==> config.mk <==
export PLATFORM = sky130hd
export DESIGN_NAME = lswap_route_top
export DESIGN_NICKNAME = d
export VERILOG_FILES = /design/src/rtl/lswap_pkg.sv /design/src/rtl/lswap_table.sv /design/src/rtl/lswap_rewrite.sv /design/src/rtl/lswap_ctl.sv /design/src/rtl/lswap_route_top.sv
export SDC_FILE = /design/constraint.sdc
export NUM_CORES = 1
export LEC_CHECK = 0
export ABC_CLOCK_PERIOD_IN_PS = 2270
export BUFFER_PORTS_ARGS = -buffer_cell sky130_fd_sc_hd__buf_2
export CORE_MARGIN = 3
export CORE_UTILIZATION = 30
export CTS_BUF_LIST = sky130_fd_sc_hd__clkbuf_4 sky130_fd_sc_hd__clkbuf_8
export DETAILED_ROUTE_END_ITERATION = 6
export GPL_TIMING_DRIVEN = 0
export RECOVER_POWER = 100
export SLEW_MARGIN = 5
export SYNTH_ARGS = -nofsm -noshare
export SYNTH_HDL_FRONTEND = slang
export SYNTH_HIERARCHICAL = 1
export SYNTH_SLANG_ARGS = --single-unit
==> constraint.sdc <==
create_clock -name clk -period 2.27 [get_ports clk]
set_clock_uncertainty 0.2 [all_clocks]
set_input_delay 0.454 -clock clk [delete_from_list [all_inputs] [get_ports clk]]
set_output_delay 0.454 -clock clk [all_outputs]
set_load 0.05 [all_outputs]
==> src/rtl/lswap_pkg.sv <==
package lswap_pkg;

    typedef enum logic {
        ST_EMPTY = 1'b0,
        ST_FULL  = 1'b1
    } lk_state_e;

endpackage

==> src/rtl/lswap_table.sv <==
module lswap_table #(
    parameter int DEPTH  = 16,
    parameter int PORT_W = 3,
    parameter int IDX_W  = $clog2(DEPTH)
) (
    input  logic              clk,
    input  logic              rst_n,
    input  logic              wr_en,
    input  logic [IDX_W-1:0]  wr_addr,
    input  logic [PORT_W-1:0] wr_port,
    input  logic [IDX_W-1:0]  wr_next,
    input  logic              wr_valid,
    input  logic [IDX_W-1:0]  rd_addr,
    output logic              rd_valid,
    output logic [PORT_W-1:0] rd_port,
    output logic [IDX_W-1:0]  rd_next
);

    logic [DEPTH-1:0]  ent_vld;
    logic [PORT_W-1:0] ent_port [DEPTH];
    logic [IDX_W-1:0]  ent_next [DEPTH];

    for (genvar e = 0; e < DEPTH; e++) begin : g_entry
        always_ff @(posedge clk) begin
            if (!rst_n) begin
                ent_vld[e]  <= 1'b0;
                ent_port[e] <= '0;
                ent_next[e] <= '0;
            end else if (wr_en && (wr_addr == IDX_W'(e))) begin
                ent_vld[e]  <= wr_valid;
                ent_port[e] <= wr_port;
                ent_next[e] <= wr_next;
            end
        end
    end

    // Read sees the registered contents, so a write at the same edge is not yet visible.
    always_comb begin
        rd_valid = ent_vld[rd_addr];
        rd_port  = ent_port[rd_addr];
        rd_next  = ent_next[rd_addr];
    end

    // a write lands in the addressed entry on the following edge
    p_write_lands_r6: assert property (@(posedge clk) disable iff (!rst_n)
        wr_en |=> (ent_vld[$past(wr_addr)] == $past(wr_valid)) &&
                  (ent_port[$past(wr_addr)] == $past(wr_port)) &&
                  (ent_next[$past(wr_addr)] == $past(wr_next)));

endmodule

==> src/rtl/lswap_rewrite.sv <==
module lswap_rewrite #(
    parameter int HDR_W        = 12,
    parameter int IDX_W        = 4,
    parameter int PORT_W       = 3,
    parameter int DISCARD_PORT = 7
) (
    input  logic [HDR_W-1:0]  hdr_in,
    input  logic              ent_valid,
    input  logic [PORT_W-1:0] ent_port,
    input  logic [IDX_W-1:0]  ent_next,
    output logic [HDR_W-1:0]  hdr_new,
    output logic [PORT_W-1:0] port_sel,
    output logic              miss
);

    localparam int KEEP_W = HDR_W - IDX_W;

    always_comb begin
        miss = !ent_valid;
        if (ent_valid) begin
            hdr_new  = {hdr_in[HDR_W-1:IDX_W], ent_next};
            port_sel = ent_port;
        end else begin
            hdr_new  = hdr_in;
            port_sel = PORT_W'(DISCARD_PORT);
        end
    end

    initial begin
        assert (KEEP_W >= 0) else $error("header narrower than label");
    end

endmodule

==> src/rtl/lswap_ctl.sv <==
module lswap_ctl
    import lswap_pkg::*;
#(
    parameter int HDR_W        = 12,
    parameter int PORT_W       = 3,
    parameter int DISCARD_PORT = 7
) (
    input  logic              clk,
    input  logic              rst_n,
    input  logic              in_valid,
    output logic              in_ready,
    input  logic [HDR_W-1:0]  nx_hdr,
    input  logic [PORT_W-1:0] nx_port,
    input  logic              nx_err,
    output logic              out_valid,
    input  logic              out_ready,
    output logic [HDR_W-1:0]  out_hdr,
    output logic [PORT_W-1:0] out_port,
    output logic              out_err
);

    lk_state_e state_q, state_d;
    logic      take;

    assign in_ready  = (state_q == ST_EMPTY) || out_ready;
    assign take      = in_valid && in_ready;
    assign out_valid = (state_q == ST_FULL);

    always_comb begin
        state_d = state_q;
        unique case (state_q)
            ST_EMPTY: if (take) state_d = ST_FULL;              // T_FILL
            ST_FULL:  if (out_ready && !take) state_d = ST_EMPTY; // T_DRAIN
            default:  state_d = ST_EMPTY;
        endcase
    end

    always_ff @(posedge clk) begin
        if (!rst_n) state_q <= ST_EMPTY;
        else        state_q <= state_d;
    end

    always_ff @(posedge clk) begin
        if (!rst_n) begin
            out_hdr  <= '0;
            out_port <= '0;
            out_err  <= 1'b0;
        end else if (take) begin
            out_hdr  <= nx_hdr;
            out_port <= nx_port;
            out_err  <= nx_err;
        end
    end

    // an accepted header is presented after the edge
    p_accept_shows_r1: assert property (@(posedge clk) disable iff (!rst_n)
        (in_valid && in_ready) |=> out_valid);

    // a stalled output keeps every field
    p_stall_holds_r5: assert property (@(posedge clk) disable iff (!rst_n)
        (out_valid && !out_ready) |=> out_valid && $stable(out_hdr) &&
                                      $stable(out_port) && $stable(out_err));

    // a flagged miss always leaves on the discard port
    p_miss_discard_r4: assert property (@(posedge clk) disable iff (!rst_n)
        (out_valid && out_err) |-> (out_port == PORT_W'(DISCARD_PORT)));

endmodule

==> src/rtl/lswap_route_top.sv <==
module lswap_route_top #(
    parameter int TBL_DEPTH    = 16,
    parameter int PORT_W       = 3,
    parameter int HDR_W        = 12,
    parameter int DISCARD_PORT = 7,
    parameter int IDX_W        = $clog2(TBL_DEPTH)
) (
    input  logic              clk,
    input  logic              rst_n,
    input  logic              hin_valid,
    output logic              hin_ready,
    input  logic [HDR_W-1:0]  hin_hdr,
    output logic              hout_valid,
    input  logic              hout_ready,
    output logic [HDR_W-1:0]  hout_hdr,
    output logic [PORT_W-1:0] hout_port,
    output logic              hout_err,
    input  logic              tw_en,
    input  logic [IDX_W-1:0]  tw_addr,
    input  logic [PORT_W-1:0] tw_port,
    input  logic [IDX_W-1:0]  tw_next,
    input  logic              tw_valid
);

    logic              ent_valid;
    logic [PORT_W-1:0] ent_port;
    logic [IDX_W-1:0]  ent_next;
    logic [HDR_W-1:0]  nx_hdr;
    logic [PORT_W-1:0] nx_port;
    logic              nx_err;

    lswap_table #(.DEPTH(TBL_DEPTH), .PORT_W(PORT_W), .IDX_W(IDX_W)) u_table (
        .clk(clk), .rst_n(rst_n),
        .wr_en(tw_en), .wr_addr(tw_addr), .wr_port(tw_port),
        .wr_next(tw_next), .wr_valid(tw_valid),
        .rd_addr(hin_hdr[IDX_W-1:0]),
        .rd_valid(ent_valid), .rd_port(ent_port), .rd_next(ent_next)
    );

    lswap_rewrite #(.HDR_W(HDR_W), .IDX_W(IDX_W), .PORT_W(PORT_W),
                    .DISCARD_PORT(DISCARD_PORT)) u_rewrite (
        .hdr_in(hin_hdr), .ent_valid(ent_valid), .ent_port(ent_port),
        .ent_next(ent_next), .hdr_new(nx_hdr), .port_sel(nx_port), .miss(nx_err)
    );

    lswap_ctl #(.HDR_W(HDR_W), .PORT_W(PORT_W), .DISCARD_PORT(DISCARD_PORT)) u_ctl (
        .clk(clk), .rst_n(rst_n),
        .in_valid(hin_valid), .in_ready(hin_ready),
        .nx_hdr(nx_hdr), .nx_port(nx_port), .nx_err(nx_err),
        .out_valid(hout_valid), .out_ready(hout_ready),
        .out_hdr(hout_hdr), .out_port(hout_port), .out_err(hout_err)
    );

endmodule

== Word level (Yosys, flattened, before mapping) ==
Memories as Yosys holds them, arrays and structs flattened.
Cells that the tools add are included.
Operators by class
  bitwise operators: 33
  $mul: 0
  shift-type cells: 0
  equality and inequality tests: 15
  reduce and logical (&&, ||, !) cells: 22
  div/mod/pow operators: 0
  multiplexer cells: 88
  order comparisons: 1
  add/subtract/negate cells: 0
Operators by type and width (count)
  $mux W4: 17
  $mux W1: 52
  $mux W3: 17
  $eq A4 B4 Y1 const B: 8
  $or A1 B1 Y1: 32
  $logic_and A1 B1 Y1: 18
  $eq A4 B3 Y1 const B: 4
  $eq A4 B2 Y1 const B: 2
  $lt A4 B5 Y1 const B: 1
  $bmux W1 S4: 1
  $eq A4 B1 Y1 const B: 1
  $logic_not A4 Y1: 1
  $logic_not A1 Y1: 2
  $pmux W1 S2: 1
  $logic_or A1 B1 Y1: 1
  $not A1 Y1: 1
Storage, ports and cells
  logic and storage cells: 181
  memory bits (read-only): 0
  RAM bits: 112
  latch bits: 0
  flip-flop bits (word level): 33
  memories kept: 2
Memory list
  u_table.ent_next: words 16, bits a word 4, read ports 1, clocked after Yosys merged registers in 0, write ports 16, RTL line lswap_table.sv:21  | logic [IDX_W-1:0] ent_next [DEPTH];
  u_table.ent_port: words 16, bits a word 3, read ports 1, clocked after Yosys merged registers in 0, write ports 16, RTL line lswap_table.sv:20  | logic [PORT_W-1:0] ent_port [DEPTH];

== Depth between registers and ports, before layout ==
Gate-level depths: netlist of run 1.
  depth after elaboration: 7
  mapped depth: 9
  depth with buffers taken out: 6

== Modules after synthesis ==
The synthesis of run 1 kept the hierarchy.
By module, submodules not included
  lswap_table: area an instance 6068.3 µm², instances 1, cells an instance 432
  lswap_ctl: area an instance 703.2 µm², instances 1, cells an instance 75
  lswap_rewrite: area an instance 153.9 µm², instances 1, cells an instance 17

== Worst setup path before layout of run 1 ==
Ideal clock, no wire load.
  path type: input to register
  start: input port hin_hdr[0]
  end: register u_ctl.out_hdr[0]
  buffers on the path: 3
  cell stages on the path: 9
  data required time: 1.952 ns
  setup time: 0.118 ns
  arrival time: 2.004 ns
  slack: -0.052 ns
  cell sequence: buf_6 buf_4 mux4_2 a22oi_1 nand2_1 buf_6 mux2_4 nand2_1 mux2i_1
Between the ends
  longest elaborated chain between the ends: 3
RTL lines
  start: declaration: RTL line lswap_route_top.sv:12  | input logic [HDR_W-1:0] hin_hdr,
  $bmux W1 S4: RTL line lswap_table.sv:39  | rd_valid = ent_vld[rd_addr];
  $mux W1 (not written as such): RTL line lswap_table.sv:39
  named net ent_valid: RTL line lswap_route_top.sv:25  | logic ent_valid;
  $mux W4: RTL line lswap_rewrite.sv:20  | if (ent_valid) begin
  named net nx_hdr[0]: RTL line lswap_route_top.sv:28  | logic [HDR_W-1:0] nx_hdr;
  end signal: assignment: RTL line lswap_ctl.sv:49  | out_hdr <= nx_hdr;
  end: declaration: RTL line lswap_ctl.sv:17  | output logic [HDR_W-1:0] out_hdr,
The timed path passes the listed nets, and every way through them passes these cells. The select of a mux whose other input is x is not followed.
A chain may end at the register's enable or synchronous reset.

== Worst setup path after layout of run 1 ==
  start: input port hin_hdr[0]
  end: register u_ctl.out_hdr[1]
The elaborated chain is that of the path after synthesis.

==> results of run 1 <==
-- cell families after synthesis --
group | Yosys count
simple gates | 212
flops | 145
compound gates | 65
mux | 52
buf+inv | 50
-- path summary, 6_finish.rpt --
| kind | slack [ns] | to |
|---|---|---|
| max | 0.03 | u_ctl/out_hdr[1]$_SDFFE_PN0P_ |
| min | 0.05 | u_ctl/out_valid$_SDFF_PN0_ |
| max reg2reg | 0.22 | u_ctl/out_hdr[1]$_SDFFE_PN0P_ |
| min reg2reg | 0.26 | u_ctl/out_hdr[7]$_SDFFE_PN0P_ |
-- power breakdown --
part	internal (uW)	switching [uW]	leakage, uW
Combinational	218	390	0.00115
Clock	1040	1140	0.000214
Sequential	3000	45.6	0.00134
-- metrics by stage --
stage	power, uW	TNS [ns]	worst slack (ns)
floorplan	3511	0	0.003709
global placement	3700	-65.07	-0.6235
detailed placement	3723	-68.03	-0.7037
CTS	5879	-2.333	-0.1532
global route	6048	0	0.0001006
finish	5827	0	0.03191
-- timing repair --
item | 4_1_cts | 5_1_grt
endpoints found under the setup margin | 98 | 30
endpoints found under the hold margin | 0 | 0
gates resized for setup | 12 | 6
-- cell usage after synthesis (9+ instances only) --
| library cell | count |
|---|---|
| a21boi_0 | 17 |
| a22oi_1 | 16 |
| and2_1 | 113 |
| buf_2 | 9 |
| buf_4 | 9 |
| clkbuf_1 | 20 |
| dfxtp_1 | 33 |
| edfxtp_1 | 112 |
| mux2i_1 | 16 |
| mux4_1 | 14 |
| mux4_2 | 18 |
| nand2_1 | 41 |
| nand3_1 | 13 |
| nor2_1 | 18 |
| o21ai_0 | 32 |
-- tightest hold or removal path, stage by stage --
cell and delay (ns):
buf_2 0.11, inv_1 0.04, a21boi_0 0.06
-- layer usage --
metal  vias to the layer above  track usage (%)  wire length [um]  share of wire [%]
met4                         0            3.646               197                1.1
met2                       161            23.35              8345                 48
met3                        13            3.226              1208                6.9
met5                         -                0                 0                  0
li1                       2022                -                 -                  -
met1                      2208            19.45              7658                 44
-- sequential cells by signal, summed over array words and instances, names as in the netlist --
signal            flops
u_ctl/out_hdr        12
u_table/ent_next     64
u_ctl/out_valid       1
u_ctl/out_err         1
u_table/ent_port     48
u_table/ent_vld      16
u_ctl/out_port        3
-- final cells by class --
| class | instances | area [um2] | share of cell area, % |
|---|---|---|---|
| clock buffer | 17 | 234.0 | 2.977 |
| multi-input combinational | 329 | 2585 | 32.89 |
| inverter | 2 | 7.507 | 0.09551 |
| tap | 280 | 350.3 | 4.457 |
| clock inverter | 15 | 187.7 | 2.388 |
| timing repair buffer | 36 | 152.6 | 1.942 |
| buffer | 48 | 319.1 | 4.059 |
| sequential | 145 | 4024 | 51.19 |
==> results_dict.tcl, run 1 <==
set metrics [dict create \
    cp.depth 10 \
    synth_top_area_share_pct 48.56 \
    clock_path_buffers 2 \
    post-route-period-util_pct 98.59 \
    path_buf_inv 4 \
    synthArstFlopShare_pct 0 \
    viasPerCell 5.050 \
    end_kind "flop" \
    rsz0062_at_grt "false" \
    antenna_found_initial 0 \
    finalNetCount 608 \
    cts_root_buf "clkbuf_8" \
    n_fill_cell 2169 \
    max_stage_delay_ns 0.53 \
    syn_inst 524 \
    synthAdderAreaFrac_pct 0 \
    routed_wirelength_um 17410 \
    clk_pin_slew_ns 0.09 \
    synthTopCellsByArea "edfxtp_1, and2_1, dfxtp_1, mux4_2, mux4_1" \
    ios 47 \
    synth-simple-area-share_pct 17.25 \
    relSlewSlack_pct 41.17 \
    cts_tree "yes" \
    worstPathRequired_ns 2.41 \
    dr.pass1.iters 5 \
    synth_area_mm2 0.006925 \
    crit_family "multiplexers" \
    synth_compound_area_share_pct 5.890 \
    hold_ws_ns 0.05331 \
    crit_type "input port to flop" \
    ant_nets 0 \
    drcViolationCount 0 \
    rows 54 \
    fin_util_pct 35.36 \
    initial_utilization_pct 31.16 \
    min_path_cells 3 \
    tightest_slew_ns 0.8765 \
    clock_latency_ns 0.45 \
    first_iter_violations 364 \
    hold_buffers 0 \
    synth_top_family_by_area "simple AND/OR/NAND/NOR gates" \
    grt_pass1_vias 4502 \
    slowest_stage "mux4_2" \
    die_area_mm2 0.02494 \
    die_h_um 157.9 \
    areaGrowthSynthToFinish_pct 13.50 \
    min_period_ns 2.238 \
    clock_sinks 145 \
    cp_max_fo 10 \
    ir_worst_vdd_mv 0.3285 \
    synthMuxAreaShare_pct 14.35 \
    final_cells 872 \
    ys_types 35 \
    maxCapViolCount 0 \
    die_w_um 157.9 \
    syn_avg_cell_area_um2 13.22 \
    cp_data_arrival_time_ns 2.37 \
    r2r-start "u_table/ent_vld[11]$_SDFFE_PN0P_" \
    synth_fp_nets 553 \
    synth_edf_count 112 \
    fin_area_mm2 0.007860 \
    fmax_mhz 446.8 \
    synth_ff_type "edfxtp_1" \
    post_drt_wl_per_cell_um 19.96 \
    place.gp.congestion 0.8223 \
    antenna_cells 0 \
    status "finished clean" \
    min_path_type "input port to flop" \
    htreeDepth 4 \
    synth-xor-area-share_pct 0 \
    vias 4404 \
    crit_chain "buf_2, buf_8, buf_8, mux4_2, a22oi_1, nand2_1, buf_6, mux2_4, nand2_1, mux2i_1" \
    yosysTopAreaCell "edfxtp_1" \
    placed_area_mm2 0.007471 \
    setup_viol 0 \
    yosys_warnings 6 \
    grt_pass1_wl_um 26420 \
    final_common_cell "edfxtp_1" \
    yosysSeqAreaShare_pct 58.10 \
    coreArea_mm2 0.02223 \
    hold_viol_final 0 \
    cts-buffers-inserted 17 \
    crit_path_start "hin_hdr[0]" \
    p_leak_uw 0.002709 \
    power_density_mw_per_mm2 741.4 \
    layout-drive-gt1-share_pct 16.55 \
    hpwl_um 12250 \
    synth_seq_cells 145 \
    post_cts_buffers 0 \
    final_cell_mix "edfxtp_1, and2_0, clkbuf_1" \
    min-delay-start "hin_valid" \
    startpoint_type "input port" \
    drv_slew 0 \
    grt_max_degree 17 \
    grt_use_total_pct 14.31 \
    reg2reg_depth 7 \
    dp_cells 840 \
    globalRouteOverflowTotal 0 \
    io_buffers 36 \
]
No activity file was read; power rests on OpenSTA's default activity.
==> run 2: changes to the inputs <==
Settings changed: CORE_ASPECT_RATIO set to 0.9, CORE_UTILIZATION 30 to 51, PLACE_DENSITY set to 0.72.
==> run 2 against run 1 <==
  * Hold slack gained 0.0014 ns
  * Count of clock-buffer cells in the layout grew 6
  * Register-to-register slack is essentially flat
  * Global-route usage grew 8.7 points
  * Die area shrank 40%
  * Largest cell class unchanged
  * Core utilization grew 24 points
  * Maximum frequency grew 0.52%
  * Worst setup slack gained 0.012 ns
  * Critical path depth is the same
==> results_dict.tcl, run 2 (synthesis gave the netlist of run 1 again) <==
set metrics [dict create \
    status "finished clean" \
    p_int_uw 4297 \
    p_sw_uw 1386 \
    grt_max_degree 17 \
    areaGrowthSynthToFinish_pct 11.09 \
    fmax_mhz 449.1 \
    fin_util_pct 59.27 \
    worstPathRequired_ns 2.40 \
    grtUsageMet1_pct 32.26 \
    layout-drive-gt1-share_pct 16.72 \
    final_cell_mix "edfxtp_1, and2_0, clkbuf_1" \
    grt_use_total_pct 23.03 \
    cts_tree "yes" \
    setup_viol 0 \
    tightest_slew_ns 0.8162 \
    io_buffers 36 \
    min_path_type "input port to flop" \
    die_w_um 128.8 \
    ant_nets 0 \
    placed_area_mm2 0.007326 \
    antenna_found_initial 0 \
    p_leak_uw 0.002690 \
    pwr-share-comb_pct 10.6 \
    rows 39 \
    coreArea_mm2 0.01298 \
    grt_pass1_wl_um 25190 \
    dpl_worst_slack_ns -0.6016 \
    vias 4425 \
    min_period_ns 2.227 \
    end_kind "flop" \
    cts_root_buf "clkbuf_8" \
    viasPerCell 5.853 \
    die_h_um 116.6 \
    clock_latency_ns 0.45 \
    post_drt_wl_per_cell_um 21.54 \
    post-route-period-util_pct 98.08 \
    clock_sinks 145 \
    seq_power_share_pct 53.6 \
    relSlewSlack_pct 45.22 \
    top_register "u_table/ent_next" \
    fin_area_mm2 0.007694 \
    antenna_cells 0 \
    power_density_mw_per_mm2 738.7 \
    pwr-share-clk_pct 35.8 \
    cp_data_arrival_time_ns 2.36 \
    use_met3_pct 5.213 \
    die_area_mm2 0.01502 \
    largest_register_ffs 64 \
    setup_tns_ns 0 \
    routed_wirelength_um 16280 \
    hold_viol_final 0 \
    clock_path_buffers 2 \
    finalNetCount 608 \
    globalRouteOverflowTotal 0 \
    drv_slew 0 \
    post_cts_buffers 0 \
    report.power.total_uw 5683 \
    htreeDepth 4 \
    dr.pass1.iters 7 \
    first_iter_violations 559 \
    final_common_cell "edfxtp_1" \
    drcViolationCount 0 \
    rsz0062_at_grt "false" \
    ios 47 \
    hold_buffers 0 \
    met2_usage_pct 36.29 \
    grt_pass1_vias 4474 \
    reg_top3 "u_table/ent_next: 64 flops, u_table/ent_port: 48 flops, u_table/ent_vld: 16 flops" \
    top_usage_layer "met2" \
    cp_max_fo 10 \
    initial_utilization_pct 53.35 \
    p_sw_share_pct 24.39 \
    cts-buffers-inserted 17 \
    ir_worst_vdd_mv 0.4291 \
    maxCapViolCount 0 \
    startpoint_type "input port" \
    worst_slack_ns 0.04350 \
    crit_type "input port to flop" \
    hpwl_um 11270 \
    place.gp.congestion 0.8528 \
    clk_pin_slew_ns 0.08 \
]
## run 2: changes by cell type in the layout (fill, tap and decap cells not counted)
cell,delta
inv_6,-5
buf_12,-1
buf_8,+1
a22oi_2,+1
inv_8,-6
clkbuf_4,+4
clkbuf_8,+2
clkinvlp_4,+3
a22oi_1,-1
clkinv_2,+2
## run 2: final cells by class
cell class	count	area, um2
multi-input cells	329	2590
inverters	2	7.507
repair buffers	36	153.9
flip-flops and latches	145	4024
clock buffers	23	291.5
clock inverters	9	108.9
well taps	164	205.2
plain buffers	48	312.8
fillers	1023	5286
## run 2: power groups by stage
stage | registers [uW] | logic (uW) | clock network, uW
after floorplan | 3160 | 348 | 0
after global routing | 3060 | 640 | 2200
after detailed placement | 3110 | 605 | 0
final | 3050 | 601 | 2040
after global placement | 3090 | 593 | 0
after CTS | 3050 | 609 | 2060
## run 2: worst paths after layout
kind / startpoint / cells after the start / endpoint / slack (ns)
worst min-delay path: hin_valid / 3 / u_ctl/out_valid$_SDFF_PN0_ / 0.05
worst min register to register: u_ctl/out_hdr[1]$_SDFFE_PN0P_ / 2 / u_ctl/out_hdr[1]$_SDFFE_PN0P_ / 0.26
worst max-delay path: hin_hdr[0] / 10 / u_ctl/out_hdr[2]$_SDFFE_PN0P_ / 0.04
worst max register to register: u_table/ent_vld[1]$_SDFFE_PN0P_ / 7 / u_ctl/out_hdr[2]$_SDFFE_PN0P_ / 0.22
## run 2: through the flow
stage | hold slack, ns | std cells
global route | 0.06168 | 756
global placement | 0.2387 | 724
detailed placement | 0.2476 | 724
CTS | 0.03719 | 756
floorplan | 0.2520 | 524
finish | 0.05472 | 756
## run 2: what timing repair did
action | in CTS | in global routing
pin swaps | 0 | 0
endpoints found under the hold margin | 0 | 0
resized for setup | 9 | 9
setup endpoints to repair | 84 | 60
## run 2: worst max-delay path: stages
cell and delay, ns:
buf_2 0.12, buf_8 0.14, buf_8 0.18, mux4_2 0.54
a22oi_2 0.20, nand2_1 0.12, buf_6 0.16, mux2_4 0.29
nand2_1 0.07, mux2i_1 0.07
## run 2: routing by layer
metal  share of wire [%]  up-vias
li1                    -     2011
met2                  46      230
met3                 8.9       25
met1                  43     2159
met4                 1.6        0
met5                   0        -
